===== src/rtl/frt_pkg.sv =====
package frt_pkg;
  localparam int FRT_RATES  = 8;
  localparam int FRT_CODE_W = $clog2(FRT_RATES);

  typedef struct packed {
    logic                  en;
    logic [FRT_CODE_W-1:0] code;
  } frt_ctrl_t;
endpackage


===== src/rtl/frt_ctrl_reg.sv =====
module frt_ctrl_reg
  import frt_pkg::*;
#(
  parameter int BYTE_W   = 8,
  parameter int EN_BIT   = 7,
  parameter int CODE_LSB = 4
) (
  input  logic              clk,
  input  logic              rst_n,
  input  logic              wr,
  input  logic [BYTE_W-1:0] wdata,
  output frt_ctrl_t         ctrl
);
  localparam int CODE_MSB = CODE_LSB + FRT_CODE_W - 1;

  always_ff @(posedge clk) begin
    if (!rst_n) begin
      ctrl <= '0;
    end else if (wr) begin
      ctrl.en   <= wdata[EN_BIT];
      ctrl.code <= wdata[CODE_MSB:CODE_LSB];
    end
  end

  // field moves only on a write strobe
  a_r10_no_write_stable: assert property (@(posedge clk) disable iff (!rst_n)
    !wr |=> $stable(ctrl));
endmodule


===== src/rtl/frt_prescaler.sv =====
module frt_prescaler #(
  parameter int CNT_W  = 16,
  parameter int TAP_LO = 8,
  parameter int N_TAPS = 8
) (
  input  logic              clk,
  input  logic              rst_n,
  input  logic              tick,
  output logic [N_TAPS-1:0] tap_rise
);
  logic [CNT_W-1:0] cnt;

  always_ff @(posedge clk) begin
    if (!rst_n)    cnt <= '0;
    else if (tick) cnt <= cnt + 1'b1;
  end

  // A tap bit rises on the tick where it is 0 and every lower bit is 1.
  for (genvar k = 0; k < N_TAPS; k++) begin : g_tap
    localparam int B = TAP_LO + k;
    if (B == 0) begin : g_lsb
      assign tap_rise[k] = tick & ~cnt[0];
    end else begin : g_upper
      assign tap_rise[k] = tick & ~cnt[B] & (&cnt[B-1:0]);
    end
  end

  // prescaler frozen without a timebase tick
  a_r8_hold_no_tick: assert property (@(posedge clk) disable iff (!rst_n)
    !tick |=> $stable(cnt));
  // taps are exclusive, one rate edge at a time
  a_r4_single_tap: assert property (@(posedge clk) disable iff (!rst_n)
    $onehot0(tap_rise));
endmodule


===== src/rtl/frt_irq_latch.sv =====
module frt_irq_latch (
  input  logic clk,
  input  logic rst_n,
  input  logic fixed_evt,
  input  logic prog_evt,
  input  logic clr,
  output logic pend,
  output logic src_prog
);
  always_ff @(posedge clk) begin
    if (!rst_n) begin
      pend     <= 1'b0;
      src_prog <= 1'b0;
    end else begin
      if (fixed_evt || prog_evt) pend <= 1'b1;
      else if (clr)              pend <= 1'b0;
      if (prog_evt)              src_prog <= 1'b1;
      else if (fixed_evt)        src_prog <= 1'b0;
    end
  end

  // pending holds until cleared
  a_r7_hold_pend: assert property (@(posedge clk) disable iff (!rst_n)
    pend && !clr |=> pend);
  // event beats a simultaneous clear
  a_r7_event_wins: assert property (@(posedge clk) disable iff (!rst_n)
    (fixed_evt || prog_evt) |=> pend);
  // source flag tracks the cause
  a_r9_src_prog: assert property (@(posedge clk) disable iff (!rst_n)
    prog_evt |=> src_prog);
  a_r9_src_fixed: assert property (@(posedge clk) disable iff (!rst_n)
    fixed_evt && !prog_evt |=> !src_prog);
  a_r9_clr_keeps_src: assert property (@(posedge clk) disable iff (!rst_n)
    !fixed_evt && !prog_evt |=> $stable(src_prog));
endmodule


===== src/rtl/fixed_rate_irq_timer.sv =====
module fixed_rate_irq_timer
  import frt_pkg::*;
#(
  parameter int BYTE_W   = 8,
  parameter int EN_BIT   = 7,
  parameter int CODE_LSB = 4,
  parameter int CNT_W    = 16,
  parameter int TAP_LO   = 8
) (
  input  logic              clk,
  input  logic              rst_n,
  input  logic              tick_32k,
  input  logic              ctrl_wr,
  input  logic [BYTE_W-1:0] ctrl_wdata,
  input  logic              prog_evt,
  input  logic              irq_clr,
  output logic              irq_pend,
  output logic              src_prog
);
  frt_ctrl_t             ctrl;
  logic [FRT_RATES-1:0]  tap_rise;
  logic                  fixed_evt;

  frt_ctrl_reg #(.BYTE_W(BYTE_W), .EN_BIT(EN_BIT), .CODE_LSB(CODE_LSB)) u_ctrl (
    .clk(clk), .rst_n(rst_n), .wr(ctrl_wr), .wdata(ctrl_wdata), .ctrl(ctrl)
  );

  frt_prescaler #(.CNT_W(CNT_W), .TAP_LO(TAP_LO), .N_TAPS(FRT_RATES)) u_presc (
    .clk(clk), .rst_n(rst_n), .tick(tick_32k), .tap_rise(tap_rise)
  );

  assign fixed_evt = ctrl.en & tap_rise[ctrl.code];

  frt_irq_latch u_latch (
    .clk(clk), .rst_n(rst_n), .fixed_evt(fixed_evt), .prog_evt(prog_evt),
    .clr(irq_clr), .pend(irq_pend), .src_prog(src_prog)
  );

  // a disabled field never yields a fixed event
  a_r2_disabled_quiet: assert property (@(posedge clk) disable iff (!rst_n)
    !ctrl.en |-> !fixed_evt);
  // no fixed event without a tick
  a_r8_event_needs_tick: assert property (@(posedge clk) disable iff (!rst_n)
    fixed_evt |-> tick_32k);
endmodule


===== config.mk =====
export PLATFORM = sky130hd
export DESIGN_NAME = fixed_rate_irq_timer
export DESIGN_NICKNAME = d
export VERILOG_FILES = /design/src/rtl/frt_pkg.sv /design/src/rtl/frt_ctrl_reg.sv /design/src/rtl/frt_prescaler.sv /design/src/rtl/frt_irq_latch.sv /design/src/rtl/fixed_rate_irq_timer.sv
export SDC_FILE = /design/constraint.sdc
export NUM_CORES = 1
export LEC_CHECK = 0
export CORE_MARGIN = 3
export CORE_UTILIZATION = 50
export DETAILED_ROUTE_END_ITERATION = 16
export DONT_BUFFER_PORTS = 1
export HOLD_SLACK_MARGIN = 0.02
export PLACE_DENSITY = 0.63
export SKIP_CTS_REPAIR_TIMING = 1
export SLEW_MARGIN = 20
export SYNTH_ARGS = -nofsm -noshare
export SYNTH_HDL_FRONTEND = slang
export SYNTH_SLANG_ARGS = --single-unit

===== constraint.sdc =====
create_clock -name clk -period 4.2 [get_ports clk]
set_clock_uncertainty 0.2 [all_clocks]
set_input_delay 0.21 -clock clk [delete_from_list [all_inputs] [get_ports clk]]
set_output_delay 0.21 -clock clk [all_outputs]
set_load 0.03 [all_outputs]

==> metrics.md <==
| Metric | Value |
|---|---|
| Crit path max-delay cell type | `dfxtp_1` |
| Min-Delay Startpoint | `tick_32k` |
| Post-route cell area | `1260 um2` |
| Die ar. | `~2800 um2` |
| Most frequent cells in the layout | `22 x dfxtp_1, 12 x dlygate4sd3_1, 11 x and2_1` |
| Ratio of cells with drive above 1 in the final layout | `0.0714` |
| Setup crit end kind | `flop` |
| Synth area leader | `dfxtp_1` |
| Max-slew headroom | `0.575` |
| Critical path, cell by cell | `ha_1 -> nand3_1 -> nor2_1 -> ha_1 -> nor4bb_1 -> a211o_1 -> a31oi_1` |
| Leak Pwr | `just under 0.5 nW` |
| WP data required | `between 4000 and 5000 ps` |
| Pin count of the biggest net entering global routing | `24` |
| Critical path startpoint | `u_presc.cnt[0]` |
| Syn avg cell area | `9.56 um2` |
| Total GRT Usage | `0.154` |
| WL/cell | `13.2 um` |
| Synth Cell Area | `approximately 1100 um2` |
| Width of the die | `between 50 and 60 um` |
| Gpl congestion | `between 0.6 and 0.7` |
| Num rows | `16` |
| Worst min-delay path category | `in -> reg` |
| P&R area growth vs syn | `14.3%` |
| Initial Util | `0.544` |
| Number of iterations in the first detailed-routing pass | `4` |
| Number of global-route vias before repair | `between 700 and 800` |
| Worst skew pair latency | `300 ps` |
| Bufs on Longest Clock Path | `2` |
| Worst reg2reg startpoint | `u_presc.cnt[0]` |
| Initial antenna violation count | `0` |
| Fin. max-slew vios | `0` |
| GRT overflow | `0` |
| DRC violations left | `0` |
| Synth unique cells | `33` |
| CP Buf/Inv Count | `0` |
| Max-Cap Viols | `0` |
| Pwr/cell area | `275 nW/um2` |
| RSZ-0062 raised after global routing | `false` |
| DRT antenna net count | `0` |
| Placed cell area | `1110 um2` |
| DP HPWL | `between 1 and 1.5 mm` |
| Nets | `between 100 and 150` |
| Worst EP arrival | `roughly 1900 ps` |
| Most used cell, CP | `ha_1` |
| 1st-iter DRT viols | `12` |
| Crit-path max FO | `4` |
| Outcome | `finished, final reports clean` |
| Period minus WS final | `1930 ps` |
| Final WL | `between 2 and 2.5 mm` |
| Yosys warns | `0` |
| Fmax | `roughly 520 MHz` |
| Syn nets | `131` |
| Syn Inst Count | `~120` |
| Largest stage delay on the critical path | `slightly above 400 ps` |
| Most common cell after layout, fill and taps aside | `dfxtp_1` |
| Worst vdd ir | `~0.00017 V` |
| Critical path class | `reg -> reg` |
| Final setup violation count | `0` |
| Clock Tree Root | `clkbuf_4` |
| Inserted Clock Buffers | `3` |
| Synth Register Bits | `22` |
| First-pass GRT wire length | `3.15 mm` |
| Sequential cell area fraction in the yosys report | `0.400` |
| Final Non-Filler Cells | `about 150` |
| Top post-synthesis cells by area | `dfxtp_1 40%, xnor2_1 6.4%, and2_1 6.3%, mux2i_1 5.5%, nor2b_1 4.6%` |
| Worst Tran Pin Value | `~640 ps` |
| Yosys top cell area share | `0.400` |
| Setup crit start kind | `flop` |
| Routed via count | `807` |
| Final hold violation count | `0` |
| Setup TNS | `0 ps` |
| # clock sinks | `22` |
| Final worst path period share | `0.459` |
| Core ar. | `a little over 2000 um2` |
| CP top delay family | `simple AND/OR/NAND/NOR gates` |
| H-Tree Depth | `1` |
| DR vias/cell | `around 5.3` |
| Die H | `about 53 um` |
| IO Pins | `16` |
| PortBufs | `0` |
| N_diodes | `0` |
| Post-layout util | `0.622` |
| Placed insts | `roughly 140` |
| Clk slew on worst S/H paths | `110 ps` |
| TritonCTS clock tree | `built` |
[registers in the layout, indices dropped and copies added (netlist names)]
signal / flops
u_latch.src_prog: 1
u_presc.cnt: 16
u_ctrl.ctrl: 4
u_latch.pend: 1
[logic make-up (layout without fill, tap and decap cells)]
| family | Yosys count | in the layout | share of synthesized area |
|---|---|---|---|
| fa+ha+maj | 2 | 2 | 0.0227 |
| xor+xnor | 13 | 13 | 0.104 |
| compound gates | 14 | 14 | 0.100 |
| simple gates | 53 | 53 | 0.298 |
| flops | 22 | 22 | 0.400 |
| buf+inv | 5 | 16 | 0.0205 |
| mux | 6 | 6 | 0.0546 |
[where the power goes]
group	total [mW]	leakage [nW]	switching [mW]	internal [mW]
Clock	0.0911	0.0138	0.0577	0.0334
Sequential	0.224	0.179	0.00928	0.214
Combinational	0.0312	0.287	0.0118	0.0194
Total	0.346	0.480	0.0789	0.267
[per-layer routing]
metal | part of all wire | GRT usage
met1 | 0.53 | 0.202
met2 | 0.43 | 0.233
met3 | 0.035 | 0.0451
met4 | 0.0064 | 0.0638
met5 | 0 | 0
[cell type report]
type	instances	area (um2)
Multi-Input combinational cell	88	637
Tap cell	27	33.8
Clock buffer	3	22.5
Sequential cell	22	440
Inverter	1	3.75
Fill cell	178	764
Timing Repair Buffer	12	120
[worst paths after layout]
kind,end,depth (start not counted),slack [ps]
setup / recovery,u_latch.src_prog,7,2270
hold reg to reg,u_presc.cnt[6],2,340
hold / removal,u_presc.cnt[3],3,7
setup reg to reg,u_latch.src_prog,7,2270
[stage by stage]
| step | total power, mW | worst slack (ps) | hold slack (ps) |
|---|---|---|---|
| 2_1_floorplan | 0.246 | 2440 | 148 |
| 3_3_place_gp | 0.244 | 2330 | 135 |
| 3_5_place_dp | 0.245 | 2310 | 138 |
| 4_1_cts | 0.338 | 2280 | -186 |
| 5_1_grt | 0.365 | 2180 | 28.7 |
| 6_report | 0.346 | 2270 | 7.35 |
[worst min-delay path, cell delays in order]
cell	delay (ps)
nand4_1	60
xnor2_1	60
and2_1	140
[cell usage after synthesis, drive strengths merged]
master / n
and3: 1
o22a: 1
mux2i: 6
nand4b: 1
ha: 2
o21ai: 4
clkbuf: 3
nor2: 5
a21boi: 2
o31ai: 1
nand3: 4
a31o: 1
nor2b: 8
o22ai: 1
a211o: 1
a31oi: 2
nand3b: 2
nand2: 8
nor4bb: 1
xnor2: 8
dfxtp: 22
and4: 2
or3: 1
xor2: 5
nand2b: 3
o2111ai: 1
nor3: 1
or2: 1
buf: 1
and2: 11
nand4: 4
inv: 1
Power figures use the tool's default switching activity.
